### src/rtl/ualign_pkg.sv
package ualign_pkg;

  // Beats needed to cover nbytes starting at lane offset off.
  function automatic int unsigned beats_for(input int unsigned off,
                                            input int unsigned nbytes,
                                            input int unsigned lanes);
    return (off + nbytes + lanes - 1) / lanes;
  endfunction

  // Useful bytes taken from one beat: limited by what the beat offers
  // above the skip offset and by what the request still needs.
  function automatic int unsigned take_for(input int unsigned remaining,
                                           input int unsigned avail);
    return (remaining < avail) ? remaining : avail;
  endfunction

endpackage

### src/rtl/ra_merge.sv
// Joins held bytes (low) with the useful bytes of a beat (above them).
// Bytes at or above the total count are forced to zero.
module ra_merge #(
  parameter int LANES = 4,
  parameter int OFF_W = 2,
  parameter int SUM_W = 4,
  localparam int DATA_W = LANES * 8,
  localparam int COMB_N = 2 * LANES - 1
) (
  input  logic [DATA_W-1:0]   hold_data,
  input  logic [OFF_W-1:0]    hold_cnt,
  input  logic [OFF_W-1:0]    skip,
  input  logic [DATA_W-1:0]   beat,
  input  logic [SUM_W-1:0]    total,
  output logic [COMB_N*8-1:0] comb
);
  for (genvar g = 0; g < COMB_N; g++) begin : g_byte
    logic [7:0] b;
    always_comb begin
      b = 8'h00;
      if (g < int'(hold_cnt)) begin
        if (g < LANES - 1) b = hold_data[(g % LANES)*8 +: 8];
      end else begin
        for (int j = 0; j < LANES; j++) begin
          if (int'(skip) + g - int'(hold_cnt) == j) b = beat[j*8 +: 8];
        end
      end
      if (g >= int'(total)) b = 8'h00;
    end
    assign comb[g*8 +: 8] = b;
  end
endmodule

### src/rtl/ra_ctrl.sv
// Request state: busy flag, first-beat skip, bytes still to collect,
// and the holding store for leftover bytes.
module ra_ctrl #(
  parameter int LANES = 4,
  parameter int OFF_W = 2,
  parameter int CNT_W = 12,
  localparam int DATA_W = LANES * 8,
  localparam int TAKE_W = OFF_W + 1
) (
  input  logic              clk,
  input  logic              rst_n,
  input  logic              req_fire,
  input  logic [OFF_W-1:0]  req_off,
  input  logic [CNT_W-1:0]  req_bytes,
  input  logic              beat_fire,
  input  logic [TAKE_W-1:0] take,
  input  logic              hold_ld,
  input  logic [DATA_W-1:0] hold_nx_data,
  input  logic [OFF_W-1:0]  hold_nx_cnt,
  input  logic              done_fire,
  output logic              busy,
  output logic [OFF_W-1:0]  skip,
  output logic [CNT_W-1:0]  rem_in,
  output logic [DATA_W-1:0] hold_data,
  output logic [OFF_W-1:0]  hold_cnt
);
  always_ff @(posedge clk or negedge rst_n) begin
    if (!rst_n) begin
      busy      <= 1'b0;
      skip      <= '0;
      rem_in    <= '0;
      hold_data <= '0;
      hold_cnt  <= '0;
    end else if (req_fire) begin
      busy      <= 1'b1;
      skip      <= req_off;
      rem_in    <= req_bytes;
      hold_data <= '0;
      hold_cnt  <= '0;
    end else begin
      if (beat_fire) begin
        skip   <= '0;
        rem_in <= rem_in - CNT_W'(take);
      end
      if (hold_ld) begin
        hold_data <= hold_nx_data;
        hold_cnt  <= hold_nx_cnt;
      end
      if (done_fire) busy <= 1'b0;
    end
  end
endmodule

### src/rtl/ra_outreg.sv
// Output word register with valid/ready hold.
module ra_outreg #(
  parameter int LANES = 4,
  localparam int DATA_W = LANES * 8
) (
  input  logic              clk,
  input  logic              rst_n,
  input  logic              load,
  input  logic [DATA_W-1:0] ld_data,
  input  logic [LANES-1:0]  ld_keep,
  input  logic              ld_last,
  input  logic              out_ready,
  output logic              out_valid,
  output logic [DATA_W-1:0] out_data,
  output logic [LANES-1:0]  out_keep,
  output logic              out_last
);
  always_ff @(posedge clk or negedge rst_n) begin
    if (!rst_n) begin
      out_valid <= 1'b0;
      out_data  <= '0;
      out_keep  <= '0;
      out_last  <= 1'b0;
    end else if (load) begin
      out_valid <= 1'b1;
      out_data  <= ld_data;
      out_keep  <= ld_keep;
      out_last  <= ld_last;
    end else if (out_ready) begin
      out_valid <= 1'b0;
    end
  end
endmodule

### src/rtl/ualign_read_realigner.sv
module ualign_read_realigner #(
  parameter int DATA_W = 32,
  parameter int CNT_W  = 12,
  localparam int LANES  = DATA_W / 8,
  localparam int OFF_W  = $clog2(LANES)
) (
  input  logic              clk,
  input  logic              rst_n,
  input  logic              req_valid,
  output logic              req_ready,
  input  logic [OFF_W-1:0]  req_offset,
  input  logic [CNT_W-1:0]  req_bytes,
  output logic [CNT_W-1:0]  req_beats,
  input  logic              in_valid,
  output logic              in_ready,
  input  logic [DATA_W-1:0] in_data,
  output logic              out_valid,
  input  logic              out_ready,
  output logic [DATA_W-1:0] out_data,
  output logic [LANES-1:0]  out_keep,
  output logic              out_last
);
  import ualign_pkg::*;

  localparam int TAKE_W = OFF_W + 1;
  localparam int SUM_W  = OFF_W + 2;
  localparam int COMB_N = 2 * LANES - 1;
  localparam int COMB_W = COMB_N * 8;

  function automatic logic [LANES-1:0] lane_mask(input logic [SUM_W-1:0] n);
    logic [LANES-1:0] m;
    for (int i = 0; i < LANES; i++) m[i] = (i < int'(n));
    return m;
  endfunction

  // Named internal events (used by the checker)
  logic              busy;
  logic              req_fire;
  logic              slot_free;
  logic              beat_fire;
  logic              flush_fire;
  logic              done_fire;
  logic              final_in;

  logic [OFF_W-1:0]  skip;
  logic [CNT_W-1:0]  rem_in;
  logic [DATA_W-1:0] hold_data;
  logic [OFF_W-1:0]  hold_cnt;
  logic [TAKE_W-1:0] avail;
  logic [TAKE_W-1:0] take;
  logic [SUM_W-1:0]  total;
  logic [COMB_W-1:0] comb;

  logic              ld;
  logic [DATA_W-1:0] ld_data;
  logic [LANES-1:0]  ld_keep;
  logic              ld_last;
  logic              hold_ld;
  logic [DATA_W-1:0] hold_nx_data;
  logic [OFF_W-1:0]  hold_nx_cnt;

  // burst length for the address side
  assign req_beats = CNT_W'(beats_for(int'(req_offset), int'(req_bytes), LANES));
  // idle only; a zero count never starts a request
  assign req_ready = !busy;
  assign req_fire  = req_valid && req_ready && (req_bytes != '0);

  assign avail = TAKE_W'(LANES) - TAKE_W'(skip);
  assign take  = TAKE_W'(take_for(int'(rem_in), int'(avail)));
  assign total = SUM_W'(hold_cnt) + SUM_W'(take);
  assign final_in = (CNT_W'(take) == rem_in);

  // beats only while bytes remain and the output slot can take a word
  assign slot_free  = !out_valid || out_ready;
  assign in_ready   = busy && (rem_in != '0) && slot_free;
  assign beat_fire  = in_valid && in_ready;
  assign flush_fire = busy && (rem_in == '0) && (hold_cnt != '0) && slot_free;
  assign done_fire  = out_valid && out_ready && out_last;

  ra_ctrl #(.LANES(LANES), .OFF_W(OFF_W), .CNT_W(CNT_W)) u_ctrl (
    .clk          (clk),
    .rst_n        (rst_n),
    .req_fire     (req_fire),
    .req_off      (req_offset),
    .req_bytes    (req_bytes),
    .beat_fire    (beat_fire),
    .take         (take),
    .hold_ld      (hold_ld),
    .hold_nx_data (hold_nx_data),
    .hold_nx_cnt  (hold_nx_cnt),
    .done_fire    (done_fire),
    .busy         (busy),
    .skip         (skip),
    .rem_in       (rem_in),
    .hold_data    (hold_data),
    .hold_cnt     (hold_cnt)
  );

  // discard below skip, place useful bytes above held ones
  ra_merge #(.LANES(LANES), .OFF_W(OFF_W), .SUM_W(SUM_W)) u_merge (
    .hold_data (hold_data),
    .hold_cnt  (hold_cnt),
    .skip      (skip),
    .beat      (in_data),
    .total     (total),
    .comb      (comb)
  );

  // Word emission and holding store update
  always_comb begin
    ld           = 1'b0;
    ld_data      = '0;
    ld_keep      = '0;
    ld_last      = 1'b0;
    hold_ld      = 1'b0;
    hold_nx_data = '0;
    hold_nx_cnt  = '0;
    if (flush_fire) begin
      ld      = 1'b1;
      ld_data = hold_data;
      ld_keep = lane_mask(SUM_W'(hold_cnt));
      ld_last = 1'b1;
      hold_ld = 1'b1;
    end else if (beat_fire) begin
      hold_ld = 1'b1;
      if (total >= SUM_W'(LANES)) begin
        ld           = 1'b1;
        ld_data      = comb[DATA_W-1:0];
        ld_keep      = '1;
        ld_last      = final_in && (total == SUM_W'(LANES));
        hold_nx_data = DATA_W'(comb[COMB_W-1:DATA_W]);
        hold_nx_cnt  = OFF_W'(total - SUM_W'(LANES));
      end else if (final_in) begin
        ld      = 1'b1;
        ld_data = comb[DATA_W-1:0];
        ld_keep = lane_mask(total);
        ld_last = 1'b1;
      end else begin
        hold_nx_data = comb[DATA_W-1:0];
        hold_nx_cnt  = OFF_W'(total);
      end
    end
  end

  ra_outreg #(.LANES(LANES)) u_out (
    .clk       (clk),
    .rst_n     (rst_n),
    .load      (ld),
    .ld_data   (ld_data),
    .ld_keep   (ld_keep),
    .ld_last   (ld_last),
    .out_ready (out_ready),
    .out_valid (out_valid),
    .out_data  (out_data),
    .out_keep  (out_keep),
    .out_last  (out_last)
  );

endmodule

### config.mk
export PLATFORM = sky130hd
export DESIGN_NAME = ualign_read_realigner
export DESIGN_NICKNAME = d
export VERILOG_FILES = /design/src/rtl/ualign_pkg.sv /design/src/rtl/ra_merge.sv /design/src/rtl/ra_ctrl.sv /design/src/rtl/ra_outreg.sv /design/src/rtl/ualign_read_realigner.sv
export SDC_FILE = /design/constraint.sdc
export NUM_CORES = 1
export LEC_CHECK = 0
export ABC_AREA = 1
export BUFFER_PORTS_ARGS = -buffer_cell sky130_fd_sc_hd__buf_2
export CAP_MARGIN = 15
export CORE_UTILIZATION = 58
export CTS_CLUSTER_DIAMETER = 120
export CTS_CLUSTER_SIZE = 8
export DETAILED_ROUTE_END_ITERATION = 8
export PLACE_DENSITY = 0.87
export SLEW_MARGIN = 40
export SYNTH_ARGS = -nofsm -noshare
export SYNTH_HDL_FRONTEND = slang
export SYNTH_SLANG_ARGS = --single-unit
### constraint.sdc
create_clock -name clk -period 8.5 [get_ports clk]
set_clock_uncertainty 0.1 [all_clocks]
set_input_delay 0.85 -clock clk [delete_from_list [all_inputs] [get_ports clk]]
set_output_delay 0.85 -clock clk [all_outputs]
set_load 0.01 [all_outputs]
==> results_dict.tcl, run 1 <==
set metrics [dict create \
    postLayoutCellArea_mm2 0.00848 \
    worstMarginPinSlew_ps 808 \
    synth_edf_count 0 \
    hold_viol_final 0 \
    final_util_pct 66.7 \
    die_w_um 117 \
    path_buf_inv 6 \
    finalSetupViolCount 0 \
    grt.total_usage_pct 39.5 \
    overflow 0 \
    io_pins 103 \
    fin_setup_tns_ps 0 \
    cp.arrival_ps 4910 \
    top_layer_used "met4" \
    finalMaxSlewViolations 0 \
    nets 1295 \
    cts_buffers 9 \
    synth_top_family_by_area "simple AND/OR/NAND/NOR gates" \
    cts_resized 0 \
    initial_core_util_pct 59.8 \
    area_growth_pct 11.4 \
    cp-start-kind "flop" \
    crit_top_cell "nand2_1" \
    grt_pass1_wl_um 40400 \
    wl_met3_um 2170 \
    drtIter0Drc 989 \
    clock_latency_ps 360 \
    dp_cells 1374 \
    crit_family "simple AND/OR/NAND/NOR gates" \
    syn-cell-area_mm2 0.00761 \
    synthAdderAreaFrac_pct 5.88 \
    finalNonFillerCells 1389 \
    timing.rr.start "u_ctrl.skip[1]$_DFFE_PN0P_" \
    clkSinkCount 87 \
    wirelength_um 25600 \
    critPathMaxStageDelay_ps 510 \
    crit_required_ps 8630 \
    antennaDiodeCount 0 \
    yosys_register_bits 87 \
    synth-xor-area-share_pct 1.84 \
    synth-compound-area-share_pct 13.1 \
    yosys_warnings 0 \
    avgRoutedWirePerCell_um 18.4 \
    hpwl_um 19300 \
    numPortBuffers 101 \
    max_slew_margin_pct 46.0 \
    synth_top_area_cell "dfrtp_1" \
    yosysUniqueCellTypes 48 \
    clkSlewWorstSetupHoldPaths_ps 60 \
    gp_congestion 1.02 \
    drc 0 \
    syn_area_per_cell_um2 6.70 \
    crit_start "u_ctrl.skip[1]$_DFFE_PN0P_" \
    cts_hold_buf 0 \
    drive_gt1_share_pct 15.0 \
    firstDrtPassIters 6 \
    path_cells "inv_1 -> ha_1 -> inv_1 -> ha_1 -> nand2_1 -> nand2_1 -> nand2_1 -> nand3_4 -> o21ai_0 -> inv_1 -> ha_1 -> nand4_1 -> nor3_2 -> buf_4 -> inv_2 -> nand3_2 -> nand2_2 -> nand2_1 -> inv_2 -> o21ai_0" \
    coreArea_mm2 0.0127 \
    endpoint_kind "flop" \
    fillers 1185 \
    row_count 41 \
    dieHeight_um 117 \
    wl_met2_um 11900 \
    ys_top_cells_by_area "dfrtp_1, nand2_1, nand3_1, inv_1, nor2_1" \
    synth_nets 1218 \
    outcome "complete, no violations" \
    synth_cells 1136 \
    met1_length_um 9870 \
    synth_top_area_share_pct 28.6 \
    antenna_found_initial 0 \
    peakVddDrop_mv 0.238 \
    rr_worst_depth 20 \
    layout_commonest_cell "nand2_1" \
    via_count 8417 \
    reg2reg_to "u_out.out_valid$_DFFE_PN0P_" \
    synth_ff_type "dfrtp_1" \
    cts_tree "done" \
    vias_per_cell 6.06 \
    synth-simple-area-share_pct 41.1 \
    place_area_mm2 0.00817 \
    fin_hold_ws_ps 212 \
    setup.worst_path.class "reg2reg" \
    final_antenna_net_count 0 \
    ys_seq_area_share_pct 28.6 \
    hp-class "in2async" \
    synth_mux_area_share_pct 0 \
    leakage_nw 4.52 \
    critPathMaxFanout 30 \
    grt_pass1_vias 7907 \
    rsz0062_at_grt "false" \
    ctsRootBufferMaster "clkbuf_16" \
    htreeDepth 3 \
    postCtsSetupBuffers 0 \
    clockBufferDepth 2 \
    critPathSlowestCell "nand2_2" \
    fmax_mhz 209 \
    period_share_pct 56.2 \
    place_ws_ps 3730 \
    rrSetupSlack_ps 3720 \
    most-common-layout-cells "nand2_1, nand3_1, inv_1" \
    power_density_mw_per_mm2 473 \
    setup_slack_ps 3720 \
    drv_cap 0 \
    grt_max_degree 79 \
    die_area_mm2 0.0136 \
    async_flop_share_pct 100 \
    period_needed_ps 4780 \
    power_mw 4.01 \
]
[routing by layer]
| metal | global-route usage, % | up-vias |
|---|---|---|
| met2 | 65.3 | 476 |
| met5 | 0 | - |
| met4 | 25.7 | 0 |
| met3 | 9.50 | 126 |
| met1 | 45.7 | 3857 |
| li1 | - | 3958 |
[kinds of logic (layout without fill, tap and decap cells)]
logic type                 count (synthesis)  count (layout)
AOI/OAI and AO/OA                        159             159
and+or+nand+nor                          670             670
xor gates and xnor gates                  16              16
DFF                                       87              87
buffers and inverters                    172             253
other                                      1               1
adders and majority gates                 31              31
[area by class of cell]
cell class | instances | area, µm² | share of cell area, %
Tap cell | 172 | 215 | 2.54
Timing Repair Buffer | 106 | 549 | 6.48
Sequential cell | 87 | 2180 | 25.7
Clock buffer | 10 | 229 | 2.70
Inverter | 132 | 497 | 5.86
Multi-Input combinational cell | 877 | 4730 | 55.8
Clock inverter | 5 | 82.6 | 0.974
[worst max-delay path by stage]
| stage | endpoint | cells past startpoint |
|---|---|---|
| 2_1_floorplan | u_out.out_keep[1]$_DFFE_PN0P_ | 20 |
| 3_3_place_gp | u_out.out_valid$_DFFE_PN0P_ | 20 |
| 3_5_place_dp | u_out.out_valid$_DFFE_PN0P_ | 20 |
| 4_1_cts | u_out.out_valid$_DFFE_PN0P_ | 20 |
| 5_1_grt | u_out.out_data[30]$_DFFE_PN0P_ | 21 |
| 6_report | u_out.out_valid$_DFFE_PN0P_ | 20 |
[where the power goes]
| group | switching [mW] | leakage, nW | total (mW) | internal [mW] |
|---|---|---|---|---|
| logic | 2.04 | 3.23 | 2.89 | 0.853 |
| clock network | 0.169 | 0.153 | 0.426 | 0.257 |
| registers | 0.129 | 1.13 | 0.692 | 0.563 |
| total | 2.34 | 4.52 | 4.01 | 1.67 |
[synthesized netlist by cell type (14+ instances only)]
library cell,number
nand2_1,341
nand3_1,129
inv_1,117
nor2_1,94
dfrtp_1,87
o21ai_0,52
nand4_1,41
a21oi_1,25
ha_1,23
o221ai_1,21
clkbuf_1,19
o22ai_1,18
nor3_1,14
[flip-flops by register name (all words and copies together) (netlist names)]
register and count:
u_ctrl.hold_data 32, u_out.out_data 32, u_ctrl.rem_in 12, u_out.out_keep 4, u_ctrl.hold_cnt 2, u_ctrl.skip 2
u_ctrl.busy 1, u_out.out_last 1, u_out.out_valid 1
(Power assumes the default switching activity.)
==> inputs of run 2 (changes only) <==
Clock period 8.5 ns to 4.4 ns, I/O delays scaled along.
==> results_dict.tcl, run 2 (synthesis gave the netlist of run 1 again) <==
set metrics [dict create \
    power_mw 7.67 \
    row_count 41 \
    hp-class "in2async" \
    grt_pass1_vias 7706 \
    finalMaxSlewViolations 0 \
    drtIter0Drc 1046 \
    fin_setup_tns_ps 0 \
    cts_buffers 9 \
    fin_hold_ws_ps -28.8 \
    max_slew_margin_pct 43.2 \
    numPortBuffers 101 \
    drc 0 \
    top_regs "u_ctrl.hold_data (32), u_out.out_data (32), u_ctrl.rem_in (12)" \
    antenna_found_initial 0 \
    postCtsSetupBuffers 0 \
    setup.worst_path.class "reg2reg" \
    final_antenna_net_count 0 \
    finalSetupViolCount 0 \
    antennaDiodeCount 0 \
    cts_hold_buf 0 \
    via_count 8419 \
    crit_required_ps 4540 \
    period_share_pct 92.7 \
    cp-start-kind "flop" \
    htreeDepth 3 \
    layout_commonest_cell "nand2_1" \
    coreArea_mm2 0.0127 \
    drive_gt1_share_pct 15.5 \
    multi_input_area_mm2 0.00472 \
    place_area_mm2 0.00822 \
    overflow 0 \
    rsz0062_at_grt "false" \
    io_pins 103 \
    hpwl_um 19000 \
    drv_cap 0 \
    cts_tree "done" \
    firstDrtPassIters 6 \
    fmax_mhz 245 \
    period_needed_ps 4080 \
    initial_core_util_pct 59.8 \
    nets 1304 \
    worstMarginPinSlew_ps 848 \
    fillers 1162 \
    clkSinkCount 87 \
    outcome "finished with violations" \
    grt.total_usage_pct 38.4 \
    vias_per_cell 6.02 \
    power_density_mw_per_mm2 899 \
    leakage_nw 4.55 \
    postLayoutCellArea_mm2 0.00852 \
    seqCellArea_mm2 0.00218 \
    clockBufferDepth 2 \
    gp_congestion 1.05 \
    die_w_um 117 \
    most-common-layout-cells "nand2_1, nand3_1, inv_1" \
    violations "negative hold slack" \
    wirelength_um 24900 \
    grt_max_degree 69 \
    cp.arrival_ps 4220 \
    dieHeight_um 117 \
    cts_resized 0 \
    avgRoutedWirePerCell_um 17.8 \
    hold_viol_final 33 \
    clkSlewWorstSetupHoldPaths_ps 80 \
    critPathMaxFanout 12 \
    clock_latency_ps 360 \
    ctsRootBufferMaster "clkbuf_16" \
    area_growth_pct 12.0 \
    peakVddDrop_mv 0.442 \
    endpoint_kind "flop" \
    die_area_mm2 0.0136 \
    grt_pass1_wl_um 39500 \
]
-- run 2: changes by cell type in the layout (fill, tap and decap cells not counted), moves of 2 or more --
cell	previous run	this run
bufinv_16	2	0
nor3_1	12	14
buf_4	5	14
nor2_1	91	94
nor2_2	6	2
nor3_2	4	2
inv_8	0	2
clkinv_2	2	0
-- run 2: final cells by class --
type	count	share of cell area [%]
Multi-Input combinational cell	877	55.4
Clock buffer	9	2.64
Inverter	132	5.81
Timing Repair Buffer	115	7.24
Tap cell	172	2.52
Sequential cell	87	25.5
Clock inverter	7	0.851
-- run 2: layer usage --
| metal | global-route usage [%] | routed length [µm] | vias up |
|---|---|---|---|
| li1 | - | - | 3971 |
| met1 | 46.2 | 9500 | 3827 |
| met2 | 62.6 | 11300 | 492 |
| met3 | 8.35 | 2380 | 129 |
| met4 | 23.9 | 1750 | 0 |
| met5 | 0 | 0 | - |
-- run 2: path summary, 6_finish.rpt --
kind,end,start,depth (start not counted),slack (ps)
worst min-delay path,u_ctrl.hold_data[16]$_DFFE_PN0P_,rst_n,1,-30
min in group clk,u_out.out_valid$_DFFE_PN0P_,out_ready,2,180
worst max register to register,u_out.out_data[0]$_DFFE_PN0P_,u_ctrl.skip[0]$_DFFE_PN0P_,17,320
worst min register to register,u_out.out_data[29]$_DFFE_PN0P_,u_out.out_data[29]$_DFFE_PN0P_,2,380
worst max-delay path,u_out.out_data[0]$_DFFE_PN0P_,u_ctrl.skip[0]$_DFFE_PN0P_,17,320
max in group asynchronous,u_ctrl.rem_in[6]$_DFFE_PN0P_,rst_n,2,3480
-- run 2: through the flow --
stage	cells	hold slack [ps]	util (%)	worst slack, ps
floorplan	1136	44.4	-	666
global placement	1383	359	64.6	378
detailed placement	1383	360	64.6	249
CTS	1399	3.72	66.9	226
global route	1399	19.9	67.0	46.0
finish	1399	-28.8	67.0	321
-- run 2: critical path, cell delays in order, from the launching register on --
cell     delay [ps]
dfrtp_1         410
inv_1           120
ha_1            350
inv_1           100
ha_1            280
nand2_1          60
nand2_1          40
nand2_1         160
nand3_4         140
o21ai_0         280
ha_1            250
fa_2            580
inv_1           210
nand3_2         270
nor2_2          340
nor2_1           90
nand2_1          90
nand3_1          80
-- run 2: where the power goes --
part,internal (mW),switching [mW],total [mW]
clock network,0.401,0.380,0.781
logic,1.70,3.88,5.58
registers,1.09,0.222,1.31
